**src/rtl/exc_pkg.sv**
```systemverilog
package exc_pkg;

  typedef enum logic {
    CAUSE_UNDEF = 1'b0,
    CAUSE_OVF   = 1'b1
  } cause_e;

  // one-hot (or empty) selection of who owns the squash path this cycle
  typedef struct packed {
    logic from_ex;   // accepted overflow
    logic from_id;   // accepted undefined opcode
    logic from_br;   // mispredict redirect
  } squash_sel_t;

endpackage

```
**src/rtl/exc_arbiter.sv**
```systemverilog
module exc_arbiter
  import exc_pkg::*;
(
  input  logic        clk,
  input  logic        rst_n,
  input  logic        armed,
  input  logic        ex_ovf,
  input  logic        id_undef,
  input  logic        br_mispredict,
  output squash_sel_t sel
);

  logic ex_win, id_win, br_win;

  always_comb begin
    ex_win = armed & ex_ovf;
    // decode fault is younger than both an overflow and a branch in execute
    id_win = armed & id_undef & ~ex_ovf & ~br_mispredict;
    br_win = br_mispredict & ~ex_win;
    sel.from_ex = ex_win;
    sel.from_id = id_win;
    sel.from_br = br_win;
  end

  AST_ONE_OWNER: assert property (@(posedge clk) disable iff (!rst_n)
    $onehot0({sel.from_ex, sel.from_id, sel.from_br})) else $error("owner");

  AST_DISARMED_SILENT: assert property (@(posedge clk) disable iff (!rst_n)
    !armed |-> !(sel.from_ex || sel.from_id)) else $error("disarmed");

endmodule

```
**src/rtl/exc_redirect.sv**
```systemverilog
module exc_redirect
  import exc_pkg::*;
#(
  parameter int          XLEN       = 32,
  parameter logic [31:0] HANDLER_PC = 32'h8000_0180
)(
  input  logic            clk,
  input  logic            rst_n,
  input  squash_sel_t     sel,
  input  logic            ex_ovf,
  input  logic            ex_wr_en,
  input  logic [XLEN-1:0] br_target,
  output logic            flush_if,
  output logic            flush_id,
  output logic            flush_ex,
  output logic            redirect,
  output logic [XLEN-1:0] redirect_pc,
  output logic            ex_wr_en_out
);

  localparam logic [XLEN-1:0] VEC = XLEN'(HANDLER_PC);

  logic trap_now;

  always_comb begin
    trap_now     = sel.from_ex | sel.from_id;
    flush_if     = trap_now | sel.from_br;
    flush_id     = trap_now | sel.from_br;
    flush_ex     = sel.from_ex;
    redirect     = trap_now | sel.from_br;
    redirect_pc  = trap_now ? VEC : br_target;
    ex_wr_en_out = ex_wr_en & ~ex_ovf;
  end

  AST_NO_OVERFLOW: assert property (@(posedge clk) disable iff (!rst_n)
    ex_ovf |-> !ex_wr_en_out) else $error("ovf write");

  AST_TRAP_VECTOR: assert property (@(posedge clk) disable iff (!rst_n)
    sel.from_ex |-> (redirect && redirect_pc == VEC && flush_ex && flush_id && flush_if)) else $error("vec");

  AST_ID_KEEPS_EX: assert property (@(posedge clk) disable iff (!rst_n)
    sel.from_id |-> (!flush_ex && flush_id && flush_if)) else $error("id flush");

endmodule

```
**src/rtl/exc_state.sv**
```systemverilog
module exc_state
  import exc_pkg::*;
#(
  parameter int XLEN       = 32,
  parameter int INSN_BYTES = 4
)(
  input  logic            clk,
  input  logic            rst_n,
  input  squash_sel_t     sel,
  input  logic [XLEN-1:0] ex_pc,
  input  logic [XLEN-1:0] id_pc,
  input  logic            ret_strobe,
  output logic [XLEN-1:0] epc,
  output logic            cause,
  output logic            armed
);

  localparam logic [XLEN-1:0] STEP = XLEN'(INSN_BYTES);

  function automatic logic [XLEN-1:0] return_addr(input logic [XLEN-1:0] pc);
    return pc + STEP;
  endfunction

  logic   take;
  logic   take_seen_q;
  cause_e cause_q;

  assign take = sel.from_ex | sel.from_id;

  always_ff @(posedge clk) begin
    if (!rst_n) begin
      epc     <= '0;
      cause_q <= CAUSE_UNDEF;
      armed   <= 1'b1;
    end else begin
      if (sel.from_ex) begin
        epc     <= return_addr(ex_pc);
        cause_q <= CAUSE_OVF;
      end else if (sel.from_id) begin
        epc     <= return_addr(id_pc);
        cause_q <= CAUSE_UNDEF;
      end
      if (take)            armed <= 1'b0;
      else if (ret_strobe) armed <= 1'b1;
    end
  end

  always_ff @(posedge clk) begin
    if (!rst_n) take_seen_q <= 1'b0;
    else        take_seen_q <= take;
  end

  assign cause = cause_q;

  AST_HOLD_STATE: assert property (@(posedge clk) disable iff (!rst_n)
    !take |=> ($stable(epc) && $stable(cause))) else $error("hold");

  AST_DISARM: assert property (@(posedge clk) disable iff (!rst_n)
    take |=> !armed) else $error("disarm");

  AST_EX_RECORD: assert property (@(posedge clk) disable iff (!rst_n)
    sel.from_ex |=> (cause == 1'b1 && epc == $past(ex_pc) + STEP)) else $error("ex rec");

  AST_REARM: assert property (@(posedge clk) disable iff (!rst_n)
    (ret_strobe && !take) |=> armed) else $error("rearm");

  AST_SINGLE_PULSE: assert property (@(posedge clk) disable iff (!rst_n)
    take_seen_q |-> !take) else $error("pulse");

endmodule

```
**src/rtl/exc_ctrl_unit.sv**
```systemverilog
module exc_ctrl_unit
  import exc_pkg::*;
#(
  parameter int          XLEN       = 32,
  parameter int          INSN_BYTES = 4,
  parameter logic [31:0] HANDLER_PC = 32'h8000_0180
)(
  input  logic            clk,
  input  logic            rst_n,
  input  logic            id_undef,
  input  logic [XLEN-1:0] id_pc,
  input  logic            ex_ovf,
  input  logic [XLEN-1:0] ex_pc,
  input  logic            ex_wr_en,
  input  logic            br_mispredict,
  input  logic [XLEN-1:0] br_target,
  input  logic            ret_strobe,
  output logic            flush_if,
  output logic            flush_id,
  output logic            flush_ex,
  output logic            redirect,
  output logic [XLEN-1:0] redirect_pc,
  output logic            ex_wr_en_out,
  output logic [XLEN-1:0] epc,
  output logic            cause,
  output logic            exc_armed
);

  squash_sel_t sel;
  logic        armed_w;

  exc_arbiter u_arb (
    .clk          (clk),
    .rst_n        (rst_n),
    .armed        (armed_w),
    .ex_ovf       (ex_ovf),
    .id_undef     (id_undef),
    .br_mispredict(br_mispredict),
    .sel          (sel)
  );

  exc_redirect #(.XLEN(XLEN), .HANDLER_PC(HANDLER_PC)) u_redir (
    .clk         (clk),
    .rst_n       (rst_n),
    .sel         (sel),
    .ex_ovf      (ex_ovf),
    .ex_wr_en    (ex_wr_en),
    .br_target   (br_target),
    .flush_if    (flush_if),
    .flush_id    (flush_id),
    .flush_ex    (flush_ex),
    .redirect    (redirect),
    .redirect_pc (redirect_pc),
    .ex_wr_en_out(ex_wr_en_out)
  );

  exc_state #(.XLEN(XLEN), .INSN_BYTES(INSN_BYTES)) u_state (
    .clk       (clk),
    .rst_n     (rst_n),
    .sel       (sel),
    .ex_pc     (ex_pc),
    .id_pc     (id_pc),
    .ret_strobe(ret_strobe),
    .epc       (epc),
    .cause     (cause),
    .armed     (armed_w)
  );

  assign exc_armed = armed_w;

  AST_BRANCH_TARGET: assert property (@(posedge clk) disable iff (!rst_n)
    (br_mispredict && !ex_ovf) |-> (redirect && redirect_pc == br_target && !flush_ex)) else $error("br");

endmodule

```
**config.mk**
```make
export PLATFORM = sky130hd
export DESIGN_NAME = exc_ctrl_unit
export DESIGN_NICKNAME = d
export VERILOG_FILES = /design/src/rtl/exc_pkg.sv /design/src/rtl/exc_arbiter.sv /design/src/rtl/exc_redirect.sv /design/src/rtl/exc_state.sv /design/src/rtl/exc_ctrl_unit.sv
export SDC_FILE = /design/constraint.sdc
export NUM_CORES = 1
export LEC_CHECK = 0
export BUFFER_PORTS_ARGS = -buffer_cell sky130_fd_sc_hd__buf_2
export CAP_MARGIN = 20
export CORE_MARGIN = 2
export CORE_UTILIZATION = 49
export CTS_BUF_LIST = sky130_fd_sc_hd__clkbuf_4 sky130_fd_sc_hd__clkbuf_8
export CTS_CLUSTER_SIZE = 25
export DETAILED_ROUTE_END_ITERATION = 10
export HOLD_SLACK_MARGIN = 0.1
export PLACE_DENSITY = 0.89
export SLEW_MARGIN = 20
export SYNTH_ARGS = -nofsm -noshare
export SYNTH_HDL_FRONTEND = slang
export SYNTH_SLANG_ARGS = --single-unit
```
**constraint.sdc**
```tcl
create_clock -name clk -period 4.9 [get_ports clk]
set_clock_uncertainty 0.05 [all_clocks]
set_input_delay 0.98 -clock clk [delete_from_list [all_inputs] [get_ports clk]]
set_output_delay 0.98 -clock clk [all_outputs]
set_load 0.02 [all_outputs]
```
==> flow_results.xml <==
<?xml version="1.0" encoding="UTF-8"?>
<metrics>
  <group name="clocking">
    <metric name="htreeDepth" unit="">2</metric>
    <metric name="clock_buffer_count_from_cts" unit="">5</metric>
    <metric name="ctsRootBufferMaster" unit="">sky130_fd_sc_hd__clkbuf_8</metric>
    <metric name="ctsResizeCount" unit="">0</metric>
    <metric name="ctsLongestPathBuffers" unit="">2</metric>
    <metric name="tritoncts" unit="">done</metric>
    <metric name="clkLatencyLatePin" unit="ns">0.29</metric>
    <metric name="clk_pin_slew" unit="ns">0.07</metric>
    <metric name="post_cts.repair.setup_buffers" unit="">0</metric>
    <metric name="holdBufCountCts" unit="">0</metric>
    <metric name="cts.sink_count" unit="">34</metric>
  </group>
  <group name="setup_path">
    <metric name="worstRegToRegCells" unit="">8</metric>
    <metric name="worst_setup_path_start_kind" unit="">input pin</metric>
    <metric name="r2r-end" unit="">u_state.epc[27]</metric>
    <metric name="worstSetupEndpointType" unit="">output port</metric>
    <metric name="worst-setup-path-type" unit="">in2out</metric>
    <metric name="critical_path_arrival" unit="ns">2.77</metric>
    <metric name="crit-reg2reg-launch" unit="">u_state.armed</metric>
    <metric name="r2r_setup_slack" unit="ns">2.11</metric>
    <metric name="crit_required" unit="ns">3.87</metric>
    <metric name="crit_fanout" unit="">33</metric>
  </group>
  <group name="timing">
    <metric name="finalWorstPathRequiredPeriod" unit="ns">3.80</metric>
    <metric name="grt_setup_unrepaired" unit="">no</metric>
    <metric name="timing.setup.tns" unit="ns">0</metric>
    <metric name="hold_violations" unit="">0</metric>
    <metric name="drv_slew" unit="">0</metric>
    <metric name="setup_violations" unit="">0</metric>
    <metric name="timing_worst_slew_pin_value" unit="ns">0.837</metric>
    <metric name="fmax" unit="MHz">263</metric>
    <metric name="layout_worst_path_cycle_share" unit="%">77.6</metric>
    <metric name="max_slew_margin" unit="%">44.1</metric>
    <metric name="fin_ws" unit="ns">1.10</metric>
  </group>
  <group name="layout">
    <metric name="antenna-diode-count" unit="">0</metric>
    <metric name="num-nets-final" unit="">664</metric>
    <metric name="areaGrowthSynthToFinish" unit="%">31.8</metric>
    <metric name="drive_above_1_share" unit="%">37.3</metric>
  </group>
  <group name="yosys">
    <metric name="ys_top_cells_by_area" unit="">sky130_fd_sc_hd__dfxtp_1, sky130_fd_sc_hd__nand2_1, sky130_fd_sc_hd__nand4_1</metric>
    <metric name="yosys.area.top_type_share" unit="%">23.2</metric>
    <metric name="synth_ff_type" unit="">sky130_fd_sc_hd__dfxtp_1</metric>
    <metric name="synth_top_cell_by_area" unit="">sky130_fd_sc_hd__dfxtp_1</metric>
    <metric name="yosysSeqAreaShare" unit="%">23.2</metric>
    <metric name="synth-async-reset-ratio" unit="%">0</metric>
    <metric name="ys_top_cells_by_count" unit="">sky130_fd_sc_hd__nand2_1, sky130_fd_sc_hd__dfxtp_1, sky130_fd_sc_hd__nand4_1</metric>
    <metric name="number_of_synthesized_flops_with_an_enable_pin" unit="">0</metric>
    <metric name="postSynthCellCount" unit="">408</metric>
    <metric name="synthMostInstantiatedCell" unit="">sky130_fd_sc_hd__nand2_1</metric>
    <metric name="number_of_different_library_cells_in_the_post_synthesis_netlist" unit="">50</metric>
    <metric name="post_synthesis_average_cell_area" unit="sq um">7.20</metric>
    <metric name="syn-num-nets" unit="">512</metric>
    <metric name="synth.cell_area" unit="sq um">2940</metric>
    <metric name="yosysWarningCount" unit="">0</metric>
    <metric name="synth.ff_latch_count" unit="">34</metric>
  </group>
  <group name="global_route">
    <metric name="grt_start_max_net_pins" unit="">47</metric>
    <metric name="grt_use_total" unit="%">29.3</metric>
    <metric name="global_route_wire_length_before_repair" unit="mm">15.3</metric>
    <metric name="grt.overflow.total" unit="">0</metric>
    <metric name="grt_pass1_vias" unit="">3468</metric>
    <metric name="antenna_found_initial" unit="">0</metric>
  </group>
  <group name="die">
    <metric name="placement_rows" unit="">28</metric>
    <metric name="start_util" unit="%">50.2</metric>
    <metric name="core_region_area" unit="sq um">5850</metric>
    <metric name="floorplan.die.width" unit="um">81.4</metric>
    <metric name="die_height" unit="um">81.4</metric>
    <metric name="floorplan.die_area" unit="sq um">6630</metric>
    <metric name="boundaryPins" unit="">174</metric>
  </group>
  <group name="placement">
    <metric name="place.detailed.hpwl" unit="mm">7.67</metric>
    <metric name="portBuffers" unit="">173</metric>
    <metric name="dpl_worst_slack" unit="ns">1.10</metric>
    <metric name="globalplace.congestion" unit="">0.911</metric>
  </group>
  <group name="routing">
    <metric name="drt_first_pass_iters" unit="">5</metric>
    <metric name="via_per_inst" unit="">5.89</metric>
    <metric name="wirelength" unit="mm">10.0</metric>
    <metric name="route.detailed.wl_per_inst" unit="um">15.8</metric>
    <metric name="remaining_drc_errors" unit="">0</metric>
    <metric name="ant_nets" unit="">0</metric>
    <metric name="detail_route.iter0.violations" unit="">310</metric>
    <metric name="vias" unit="">3747</metric>
  </group>
  <group name="worst_hold_path">
    <metric name="hold_path_end" unit="">u_state.epc[10]</metric>
    <metric name="hp-class" unit="">reg2reg</metric>
    <metric name="worst_hold_path.num_cells" unit="">2</metric>
    <metric name="timing.hold.worst.start" unit="">u_state.epc[10]</metric>
  </group>
  <group name="job">
    <metric name="max_cap_viol" unit="">0</metric>
  </group>
  <group name="power_and_ir_drop">
    <metric name="p_per_area" unit="nW/um^2">237</metric>
    <metric name="leakage" unit="nW">1.82</metric>
    <metric name="peakVddDrop" unit="V">0.000157</metric>
  </group>
  <group name="status">
    <metric name="run_status" unit="">complete, no violations</metric>
  </group>
</metrics>
==> cells in the final DEF (no fill, tap or decap), types with 3 or more instances in the layout <==
cell,instances
sky130_fd_sc_hd__nor2_1,15
sky130_fd_sc_hd__o21ai_0,15
sky130_fd_sc_hd__nand4_1,33
sky130_fd_sc_hd__clkbuf_8,6
sky130_fd_sc_hd__and2_1,32
sky130_fd_sc_hd__o211ai_1,6
sky130_fd_sc_hd__buf_2,173
sky130_fd_sc_hd__nor4_1,8
sky130_fd_sc_hd__o21ai_4,3
sky130_fd_sc_hd__xor2_1,7
sky130_fd_sc_hd__and4_1,4
sky130_fd_sc_hd__a21oi_1,17
sky130_fd_sc_hd__nand2_1,76
sky130_fd_sc_hd__o311ai_0,4
sky130_fd_sc_hd__nor3_1,7
sky130_fd_sc_hd__mux2i_1,13
sky130_fd_sc_hd__mux2_2,6
sky130_fd_sc_hd__and3_1,9
sky130_fd_sc_hd__nand3_1,31
sky130_fd_sc_hd__a311o_1,5
sky130_fd_sc_hd__buf_4,6
sky130_fd_sc_hd__o21ai_1,12
sky130_fd_sc_hd__nand3b_1,3
sky130_fd_sc_hd__dfxtp_1,34
sky130_fd_sc_hd__nand2b_1,4
==> how the worst max path moves through the flow <==
stage / startpoint / to / slack, ns / cells after the start
global route: ex_ovf / redirect_pc[15] / 0.89 / 6
global placement: ex_ovf / redirect_pc[15] / 1.15 / 6
floorplan: ex_ovf / redirect_pc[0] / 1.39 / 6
finish: ex_ovf / redirect_pc[4] / 1.10 / 6
CTS: ex_ovf / redirect_pc[4] / 1.09 / 6
detailed placement: ex_ovf / redirect_pc[4] / 1.10 / 6
==> per-layer routing <==
metal | wire length, um | track usage, % | vias up
li1 | - | - | 1795
met5 | 0 | 0 | -
met3 | 964 | 4.95 | 15
met4 | 167 | 11.9 | 0
met2 | 5040 | 53.5 | 203
met1 | 3870 | 33.6 | 1734
==> area by class of cell <==
cell class	count	area [sq um]
clock buffer	6	82.6
fill	524	1980
sequential	34	681
timing repair buffer	179	911
clock inverter	2	12.5
tap	75	93.8
inverter	3	13.8
multi-input combinational	337	2080
==> where the power goes <==
part	leakage, nW	total [mW]	switching [mW]	internal (mW)
Combinational	1.50	0.373	0.236	0.136
Clock	0.0472	0.230	0.116	0.113
Sequential	0.281	0.316	0.0136	0.302
Total	1.82	0.918	0.366	0.552
==> flip-flops by register name (all words and copies together), names as in the netlist <==
name / cells
u_state.epc: 32
u_state.armed: 1
u_state.cause: 1
==> cell families (layout without fill, tap and decap cells) <==
| family | count (synthesis) | count (layout) | synth area share, % |
|---|---|---|---|
| buffers and inverters | 37 | 190 | 6.52 |
| AO/OA/AOI/OAI | 76 | 76 | 17.9 |
| multiplexers | 19 | 19 | 6.73 |
| flip-flops | 34 | 34 | 23.2 |
| adder cells (fa/ha/maj) | 1 | 1 | 0.426 |
| XOR/XNOR | 8 | 8 | 2.39 |
| AND/OR/NAND/NOR | 233 | 233 | 42.9 |
==> critical path, stage by stage <==
cell	delay [ns]
sky130_fd_sc_hd__buf_2	0.20
sky130_fd_sc_hd__buf_4	0.23
sky130_fd_sc_hd__o21ai_4	0.63
sky130_fd_sc_hd__buf_4	0.40
sky130_fd_sc_hd__and2_1	0.17
sky130_fd_sc_hd__buf_2	0.16
==> stage by stage <==
step | instances | power (mW) | cell area [sq um] | utilization (%) | hold slack [ns]
CTS | 636 | 0.918 | 3870 | 66.1 | 0.409
global placement | 628 | 0.684 | 3770 | 64.5 | 0.389
detailed placement | 628 | 0.691 | 3770 | 64.5 | 0.394
finish | 636 | 0.918 | 3870 | 66.1 | 0.410
global route | 636 | 0.967 | 3870 | 66.1 | 0.432
floorplan | 408 | 0.562 | 2940 | - | 0.480
(Power assumes the default switching activity.)
